### config.mk
export PLATFORM = sky130hd
export DESIGN_NAME = rxline_capture
export DESIGN_NICKNAME = d
export VERILOG_FILES = /design/src/rtl/rxline_pkg.sv /design/src/rtl/rxline_ctrl.sv /design/src/rtl/rxline_dp.sv /design/src/rtl/rxline_capture.sv
export SDC_FILE = /design/constraint.sdc
export NUM_CORES = 1
export LEC_CHECK = 0
export BUFFER_PORTS_ARGS = -buffer_cell sky130_fd_sc_hd__buf_2
export CORE_AREA = 2 2 140 101
export DETAILED_ROUTE_END_ITERATION = 6
export DIE_AREA = 0 0 142 103
export PLACE_DENSITY = 0.79
export SLEW_MARGIN = 15
export SYNTH_ARGS = -nofsm -noshare
export SYNTH_HDL_FRONTEND = slang
export SYNTH_SLANG_ARGS = --single-unit
### constraint.sdc
create_clock -name clk -period 5.1 [get_ports clk]
set_clock_uncertainty 0.05 [all_clocks]
set_input_delay 0.51 -clock clk [delete_from_list [all_inputs] [get_ports clk]]
set_output_delay 0.51 -clock clk [all_outputs]
set_load 0.01 [all_outputs]
### src/rtl/rxline_pkg.sv
package rxline_pkg;
  typedef enum logic [2:0] {
    S_IDLE, S_START, S_DATA, S_PAR, S_STOP, S_STOP2
  } rxState_t;

  // strobes from control to datapath, one per sampled bit class
  typedef struct packed {
    logic dataBit;
    logic parBit;
    logic stopBit;
  } rxStrobe_t;
endpackage

### src/rtl/rxline_ctrl.sv
module rxline_ctrl
  import rxline_pkg::*;
#(
  parameter int OSR   = 16,
  parameter int DBITS = 8
) (
  input  logic      clk,
  input  logic      rstN,
  input  logic      sampleTick,
  input  logic      rxLine,
  input  logic      rxEnable,
  input  logic      parityOn,
  input  logic      twoStop,
  output rxStrobe_t strobe
);
  localparam int CW = $clog2(OSR);
  localparam int BW = $clog2(DBITS);

  rxState_t       state;
  logic [CW-1:0]  tickCnt;
  logic [BW-1:0]  bitCnt;
  logic           midBit, midStart;

  assign midBit   = (tickCnt == CW'(OSR - 1));
  assign midStart = (tickCnt == CW'(OSR / 2 - 1));

  always_comb begin
    strobe = '0;
    if (sampleTick && midBit) begin
      case (state)
        S_DATA:  strobe.dataBit = 1'b1;
        S_PAR:   strobe.parBit  = 1'b1;
        S_STOP:  strobe.stopBit = 1'b1;
        default: strobe = '0;
      endcase
    end
  end

  always_ff @(posedge clk or negedge rstN) begin
    if (!rstN) begin
      state   <= S_IDLE;
      tickCnt <= '0;
      bitCnt  <= '0;
    end else if (!rxEnable) begin
      state   <= S_IDLE;
      tickCnt <= '0;
    end else if (sampleTick) begin
      case (state)
        S_IDLE: begin
          tickCnt <= '0;
          if (!rxLine) state <= S_START;
        end
        S_START: begin
          if (midStart) begin
            tickCnt <= '0;
            bitCnt  <= '0;
            state   <= rxLine ? S_IDLE : S_DATA;
          end else tickCnt <= tickCnt + 1'b1;
        end
        S_DATA: begin
          if (midBit) begin
            tickCnt <= '0;
            bitCnt  <= bitCnt + 1'b1;
            if (bitCnt == BW'(DBITS - 1)) state <= parityOn ? S_PAR : S_STOP;
          end else tickCnt <= tickCnt + 1'b1;
        end
        S_PAR: begin
          if (midBit) begin
            tickCnt <= '0;
            state   <= S_STOP;
          end else tickCnt <= tickCnt + 1'b1;
        end
        S_STOP: begin
          if (midBit) begin
            tickCnt <= '0;
            state   <= twoStop ? S_STOP2 : S_IDLE;
          end else tickCnt <= tickCnt + 1'b1;
        end
        default: begin  // S_STOP2: second stop bit is timed, never checked
          if (midBit) begin
            tickCnt <= '0;
            state   <= S_IDLE;
          end else tickCnt <= tickCnt + 1'b1;
        end
      endcase
    end
  end

  // a disabled receiver produces no sample strobe on the next cycle
  assert_disabled_quiet_R8: assert property (@(posedge clk) disable iff (!rstN)
    !rxEnable |=> (strobe == '0));

  // with two stop bits, the checked stop sample is followed by a silent bit period
  assert_second_stop_unchecked_R5: assert property (@(posedge clk) disable iff (!rstN)
    (strobe.stopBit && twoStop && rxEnable) |=> (state == S_STOP2));
endmodule

### src/rtl/rxline_dp.sv
module rxline_dp
  import rxline_pkg::*;
#(
  parameter int DEPTH = 16,
  parameter int DBITS = 8
) (
  input  logic             clk,
  input  logic             rstN,
  input  rxStrobe_t        strobe,
  input  logic             rxLine,
  input  logic             parityOn,
  input  logic             parityOdd,
  input  logic             standby,
  input  logic             regRead,
  input  logic             regWrite,
  input  logic             regWdata,
  input  logic             qPop,
  output logic             errFlag,
  output logic [DBITS-1:0] qData,
  output logic             qFrameErr,
  output logic             qParityErr,
  output logic             qEmpty,
  output logic             qFull,
  output logic             overrun
);
  localparam int AW = $clog2(DEPTH);
  localparam int EW = DBITS + 2;

  logic [DBITS-1:0] shiftReg;
  logic             parReg;
  logic [EW-1:0]    mem [DEPTH];
  logic [AW:0]      wrPtr, rdPtr, used;
  logic [EW-1:0]    head;
  logic             armed;
  logic             charFe, charPe, push, errSet, clearReq;

  assign charFe   = !rxLine;
  assign charPe   = parityOn && ((^shiftReg ^ parReg) != parityOdd);
  assign push     = strobe.stopBit;
  assign errSet   = push && (charFe || charPe);
  assign clearReq = regWrite && !regWdata && armed;

  assign used   = wrPtr - rdPtr;
  assign qEmpty = (used == '0);
  assign qFull  = (used == (AW + 1)'(DEPTH));
  assign head   = mem[rdPtr[AW-1:0]];
  assign qData      = head[DBITS-1:0];
  assign qFrameErr  = head[DBITS];
  assign qParityErr = head[DBITS+1];

  always_ff @(posedge clk or negedge rstN) begin
    if (!rstN) begin
      shiftReg <= '0;
      parReg   <= 1'b0;
    end else begin
      if (strobe.dataBit) shiftReg <= {rxLine, shiftReg[DBITS-1:1]};
      if (strobe.parBit)  parReg   <= rxLine;
    end
  end

  always_ff @(posedge clk) begin
    if (push && !qFull) mem[wrPtr[AW-1:0]] <= {charPe, charFe, shiftReg};
  end

  always_ff @(posedge clk or negedge rstN) begin
    if (!rstN) begin
      wrPtr   <= '0;
      rdPtr   <= '0;
      overrun <= 1'b0;
    end else begin
      if (push && !qFull) wrPtr <= wrPtr + 1'b1;
      if (qPop && !qEmpty) rdPtr <= rdPtr + 1'b1;
      if (standby) overrun <= 1'b0;
      else if (push && qFull) overrun <= 1'b1;
    end
  end

  // sticky error with read-then-write-0 clearing; hardware set has priority
  always_ff @(posedge clk or negedge rstN) begin
    if (!rstN) begin
      errFlag <= 1'b0;
      armed   <= 1'b0;
    end else if (standby) begin
      errFlag <= 1'b0;
      armed   <= 1'b0;
    end else begin
      if (errSet) errFlag <= 1'b1;
      else if (clearReq) errFlag <= 1'b0;
      if (regWrite) armed <= 1'b0;
      else if (regRead && errFlag) armed <= 1'b1;
    end
  end

  assert_stop_low_sets_R3: assert property (@(posedge clk) disable iff (!rstN)
    (strobe.stopBit && !rxLine && !standby) |=> errFlag);

  assert_write_without_read_R6: assert property (@(posedge clk) disable iff (!rstN)
    (errFlag && regWrite && !armed && !standby) |=> errFlag);

  assert_set_beats_clear_R7: assert property (@(posedge clk) disable iff (!rstN)
    (errSet && regWrite && !regWdata && !standby) |=> errFlag);

  assert_standby_clears_R9: assert property (@(posedge clk) disable iff (!rstN)
    standby |=> (!errFlag && !overrun));

  assert_no_overflow_R10: assert property (@(posedge clk) disable iff (!rstN)
    (push && qFull && !standby) |=> (overrun && $stable(wrPtr)));

  always_comb begin
    if (rstN) assert_count_bound_R10: assert (used <= (AW + 1)'(DEPTH));
  end
endmodule

### src/rtl/rxline_capture.sv
module rxline_capture
  import rxline_pkg::*;
#(
  parameter int OSR   = 16,
  parameter int DBITS = 8,
  parameter int DEPTH = 16
) (
  input  logic             clk,
  input  logic             rstN,
  input  logic             sampleTick,
  input  logic             rxLine,
  input  logic             rxEnable,
  input  logic             parityOn,
  input  logic             parityOdd,
  input  logic             twoStop,
  input  logic             standby,
  input  logic             regRead,
  input  logic             regWrite,
  input  logic             regWdata,
  input  logic             qPop,
  output logic             errFlag,
  output logic [DBITS-1:0] qData,
  output logic             qFrameErr,
  output logic             qParityErr,
  output logic             qEmpty,
  output logic             qFull,
  output logic             overrun
);
  rxStrobe_t strobe;

  rxline_ctrl #(.OSR(OSR), .DBITS(DBITS)) ctrl (
    .clk(clk), .rstN(rstN), .sampleTick(sampleTick), .rxLine(rxLine),
    .rxEnable(rxEnable), .parityOn(parityOn), .twoStop(twoStop), .strobe(strobe)
  );

  rxline_dp #(.DEPTH(DEPTH), .DBITS(DBITS)) dp (
    .clk(clk), .rstN(rstN), .strobe(strobe), .rxLine(rxLine),
    .parityOn(parityOn), .parityOdd(parityOdd), .standby(standby),
    .regRead(regRead), .regWrite(regWrite), .regWdata(regWdata), .qPop(qPop),
    .errFlag(errFlag), .qData(qData), .qFrameErr(qFrameErr), .qParityErr(qParityErr),
    .qEmpty(qEmpty), .qFull(qFull), .overrun(overrun)
  );
endmodule

---- Yosys cells after proc, flatten, opt, wreduce, memory -nomap -nowiden ----
Memory sizes are Yosys's and may differ from the RTL's.
Index checks and enable logic that the tools add are counted.
storage, ports and cells
  flip-flop bits (word level) ............. 32
  RAM bits ................................ 160
  input port bits ......................... 13
  output and inout port bits .............. 14
  logic and storage cells ................. 94
  memories ................................ 1
memories
  memory  words  width  rd ports  clocked after memory_dff  wr ports  line             RTL
  dp.mem  16     10     1         0                         1         rxline_dp.sv:31  logic [EW-1:0] mem [DEPTH];
operators by class
  add/subtract/negate cells ............... 5
  eq/ne operators ......................... 19
  muxes and demuxes ....................... 35
  bitwise gates (word level) .............. 1
  reduce and logical (&&, ||, !) cells .... 23
operator list
  cell                                                              count
  3-bit 2-to-1 mux                                                  14
  4-bit 2-to-1 mux                                                  4
  3-bit by 2-bit != test with 1-bit output (second input constant)  5
  3-bit one-hot mux with 5 select lines                             1
  1-bit 2-to-1 mux                                                  13
  5-bit by 1-bit adder with 5-bit output (second input constant)    2
  1-bit logical AND                                                 9
  4-bit one-hot mux with 2 select lines                             1
  8-bit AND reduction                                               1
  8-bit XOR reduction                                               1
  3-bit by 2-bit == test with 1-bit output (second input constant)  2
  3-bit == test (second input constant)                             2
  3-bit one-hot mux with 2 select lines                             1
  3-bit nonzero test                                                2
  5-bit == test (second input constant)                             1
  5-bit zero test                                                   1
  5-bit AND reduction                                               1
  5-bit subtractor                                                  1
  4-bit by 1-bit adder with 4-bit output (second input constant)    1
  4-bit by 3-bit == test with 1-bit output (second input constant)  1
  4-bit == test (second input constant)                             1
  1-bit zero test                                                   4
  2-bit by 1-bit != test with 1-bit output (second input constant)  2
  4-bit by 1-bit != test with 1-bit output (second input constant)  1
  other kinds (10)                                                  11

---- Longest topological paths before layout ----
  depth in word-level cells ............... 8
  gate-level depth with buffers ........... 11
  gate-level depth less buffers ........... 8

---- By module ----
A second synthesis with hierarchy kept.
second synthesis, totals
  cell total of the unflattened synthesis .. 488
  area total of the unflattened synthesis .. 8119.0 sq um
modules (own cells, without submodules)
  module       times used  cells an instance  area an instance (sq um)  seq. area each (sq um)
  rxline_dp    1           408                7424.6                    5355.1
  rxline_ctrl  1           80                 694.4                     250.2

---- Worst setup path before layout ----
Ideal clock, no wire load.
  kind .................................... register to register
  from .................................... register dp.rdPtr[2]
  to ...................................... memory dp.mem[0][0] (netlist name), enable pin
  library setup time ...................... 0.404 ns
  arrival ................................. 3.363 ns
  required time ........................... 4.646 ns
  setup slack ............................. 1.283 ns
  stages on the path, launching flop included .. 11
  path buffers ............................ 3
  clock period less this slack ............ 3.817 ns
  cells stage by stage .................... dfrtp_1 clkbuf_1 clkbuf_1 inv_1 clkbuf_1 ha_1 xnor2_1 nand3_1 nor3_1 nor3_2 nor4bb_1
between the ends
  longest elaborated chain between the ends .. 6
RTL lines
  what                                    line             RTL
  start, declared                         rxline_dp.sv:32  logic [AW:0] wrPtr, rdPtr, used;
  start signal, assigned                  rxline_dp.sv:72  if (qPop && !qEmpty) rdPtr <= rdPtr + 1'b1;
  5-bit subtractor                        rxline_dp.sv:43  assign used = wrPtr - rdPtr;
  5-bit == test                           rxline_dp.sv:45  assign qFull = (used == (AW + 1)'(DEPTH));
  1-bit zero test                         rxline_dp.sv:62  if (push && !qFull) mem[wrPtr[AW-1:0]] <= {charPe, charFe, shiftReg};
  1-bit logical AND                       rxline_dp.sv:62
  1-bit 2-to-1 mux                        rxline_dp.sv:62
  1-bit 2-to-1 mux (not written as such)  rxline_dp.sv:62
  end, declared                           rxline_dp.sv:31
No other way between the ends.

---- Final worst setup path ----
  from .................................... register dp.rdPtr[0]
  to ...................................... output port qData[3]
between the ends
  longest elaborated chain between the ends .. 1
RTL lines
  what                line                  RTL
  memory 16 x 10 bit  --
  end, declared       rxline_capture.sv:22  output logic [DBITS-1:0] qData,
No other way between the ends.

==> summary.md <==
| Metric | Value |
|---|---|
| Synth top area cells | `edfxtp_1 (59%), mux4_2 (11%), dfrtp_1 (9.8%)` |
| Cts repair resizes | `0` |
| Post-Layout Cell Count | `702` |
| Min-Delay Path Class | `in2async` |
| Worst setup margin | `1.83 ns` |
| WP data arrival | `2.71 ns` |
| Htree depth | `4` |
| VDD IR max | `0.291 mV` |
| Syn Area/Cell | `16.6 um2` |
| Synthesized flop and latch total | `192` |
| Antenna Nets Post-Route | `0` |
| Io pins | `27` |
| Largest net degree at the start of global routing | `44` |
| Fmax | `0.306 GHz` |
| Final setup fails | `0` |
| Final #Nets | `543` |
| Drt pass-1 iters | `5` |
| Distinct cell type count after synthesis | `50` |
| Most numerous cell in the Yosys netlist | `edfxtp_1` |
| MaxCap Viol Count | `0` |
| Clock root buffer | `clkbuf_16` |
| CTS tree | `done` |
| Maximum root-to-sink buffer count | `2` |
| Syn_nets | `516` |
| GRT Overall Usage | `27.1%` |
| Leading area contributor after synthesis | `edfxtp_1` |
| Hold_buf cts | `0` |
| Area of the mapped netlist | `8140 um2` |
| CORE AREA | `13500 um2` |
| CP endpoint kind | `output port` |
| Relative slew slack | `42.5%` |
| Commonest cells in the netlist | `edfxtp_1 (160), nand2_1 (52), mux4_2 (40)` |
| Startpoint types | `flop` |
| Reg-to-Reg End | `dp.mem[9][6]$_DFFE_PP_` |
| Setup repair after global routing missed its margin | `no` |
| Worst skew pair latency | `0.43 ns` |
| HPWL after DPL | `11900 um` |
| Horiz. Die Dim | `142 um` |
| R2r setup slk | `1.98 ns` |
| Slew Limit Fails | `0` |
| Place WS | `1.93 ns` |
| Placed cell count | `670` |
| Initial Util | `60.4%` |
| Worst reg2reg path depth | `7` |
| First-pass GRT wire length | `27400 um` |
| Outcome | `completed` |
| Chip height | `103 um` |
| CP Class | `reg2out` |
| DRC viols | `0` |
| Min Tclk post-route | `3.27 ns` |
| First DRT Iteration DRCs | `627` |
| Final-report hold violation count | `0` |
| Gp weighted congestion | `0.912` |
| Post-synth EDFFs | `160` |
| Postcts setup bufs | `0` |
| Number of diodes | `0` |
| Post-synthesis sequential area ratio | `68.9%` |
| Synth warnings | `0` |
| Vias in the first global route | `4408` |
| Synth-to-Final Area Change | `10.7%` |
| Share of cells above drive strength 1 | `23.4%` |
| Fill cells | `847` |
| CP required | `4.54 ns` |
| Total Power | `0.00397 W` |
| Grt ovf | `0` |
| Max Fanout on Critical Path | `43` |
| Share of the synthesized area in the top cell type | `59.0%` |
| Antenna violations before repair | `0` |
| Port buffer count | `26` |
| Pwr Density | `441 nW/um2` |
| Vias after detailed routing | `4630` |
| RR Startpoint | `dp.rdPtr[3]$_DFFE_PN0P_` |
| Clock sink count | `192` |
| Worst Tran Pin Value | `0.855 ns` |
| Syn Inst Count | `491` |
| Die ar. | `14600 um2` |
| Post-synth top flop | `edfxtp_1` |
| Rows | `36` |
| Clock-pin slew on the worst setup and hold paths | `0.07 ns` |
| Vias per Instance | `6.60` |
| Async SR Flop Fraction | `16.7%` |
| WL final | `18400 um` |
| LEAKAGE | `3.38 nW` |
| Final worst-path cycle share | `64.1%` |
| Setup TNS | `0 ns` |
| CTS Buf Count | `17` |
| Routed WL per cell | `26.2 um` |
worst max-delay path by stage:
stage                                        from                      to  cells past startpoint
after global placement    dp.rdPtr[1]$_DFFE_PN0P_  dp.mem[3][9]$_DFFE_PP_                      8
after global routing      dp.rdPtr[0]$_DFFE_PN0P_                qData[3]                      6
after CTS                 dp.rdPtr[0]$_DFFE_PN0P_                qData[4]                      6
after floorplan           dp.rdPtr[2]$_DFFE_PN0P_  dp.mem[0][0]$_DFFE_PP_                     10
after detailed placement  dp.rdPtr[1]$_DFFE_PN0P_  dp.mem[3][3]$_DFFE_PP_                      8
final                     dp.rdPtr[0]$_DFFE_PN0P_                qData[3]                      6
layer usage:
layer,track usage (%),share of wire [%]
met1,40.0,41
met5,0,0
met3,7.66,11
met2,40.8,47
met4,6.38,1.0
through the flow:
stage	util [%]	hold WS, ns	cell area [um2]
3_5_place_dp	62.7	0.454	8440
6_report	66.9	0.0742	9010
4_1_cts	66.8	0.0929	9000
5_1_grt	66.9	0.127	9010
3_3_place_gp	62.7	0.417	8440
2_1_floorplan	-	0.164	8140
where the power goes:
group | internal (W) | switching, W | leakage (nW)
registers | 0.00171 | 0.0000302 | 2.08
logic | 0.000412 | 0.000559 | 1.03
clock network | 0.000678 | 0.000584 | 0.270
sequential cells by signal, summed over array words and instances (netlist names), 3 cells and up:
register,flops
dp.mem,160
dp.shiftReg,8
dp.rdPtr,5
dp.wrPtr,5
ctrl.tickCnt,4
ctrl.bitCnt,3
ctrl.state,3
logic make-up after synthesis:
family                   Yosys count  share of synthesized area [%]
adder cells (fa/ha/maj)           12                           1.84
multiplexers                      52                           12.7
AO/OA/AOI/OAI                     43                           3.32
buffers and inverters             39                           2.04
XOR/XNOR                          22                           2.37
AND/OR/NAND/NOR                  131                           8.85
flip-flops                       192                           68.9
critical path, cell delays in order, from the launching register on:
cell and delay [ns]:
dfrtp_2 0.37, buf_4 0.66, mux4_2 0.41, nand2_1 0.06
and3_1 0.18, a31oi_1 0.36, buf_2 0.22
cell usage in the layout (no fill, tap or decap), drive strengths merged, types with 2 or more instances in the layout:
| cell type | synthesis | layout |
|---|---|---|
| buf | 11 | 34 |
| xor2 | 6 | 6 |
| o21a | 2 | 2 |
| nor4bb | 2 | 2 |
| nor2b | 5 | 5 |
| a21oi | 5 | 5 |
| mux2 | 11 | 11 |
| o21ai | 12 | 12 |
| a21o | 2 | 2 |
| nand2 | 53 | 53 |
| nand3 | 12 | 12 |
| edfxtp | 160 | 160 |
| nand2b | 3 | 3 |
| o22ai | 2 | 2 |
| clkinvlp | 0 | 3 |
| nor3 | 6 | 6 |
| clkinv | 0 | 6 |
| and4 | 5 | 5 |
| nor2 | 9 | 9 |
| mux4 | 40 | 40 |
| a31oi | 11 | 11 |
| dfrtp | 32 | 32 |
| ha | 12 | 12 |
| clkbuf | 15 | 17 |
| and2 | 5 | 5 |
| o211ai | 2 | 2 |
| and4b | 8 | 8 |
| inv | 13 | 18 |
| nor4 | 5 | 5 |
| and3 | 11 | 11 |
| xnor2 | 16 | 16 |
cell type report:
class / instances / area, um2 / area share, %
clock buffer: 17 / 425 / 4.72
clock inverter: 15 / 135 / 1.50
inverter: 13 / 48.8 / 0.542
multi-input combinational: 260 / 2390 / 26.5
sequential: 192 / 5610 / 62.2
tap: 171 / 214 / 2.37
timing repair buffer: 34 / 190 / 2.11
Power figures use the tool's default switching activity.
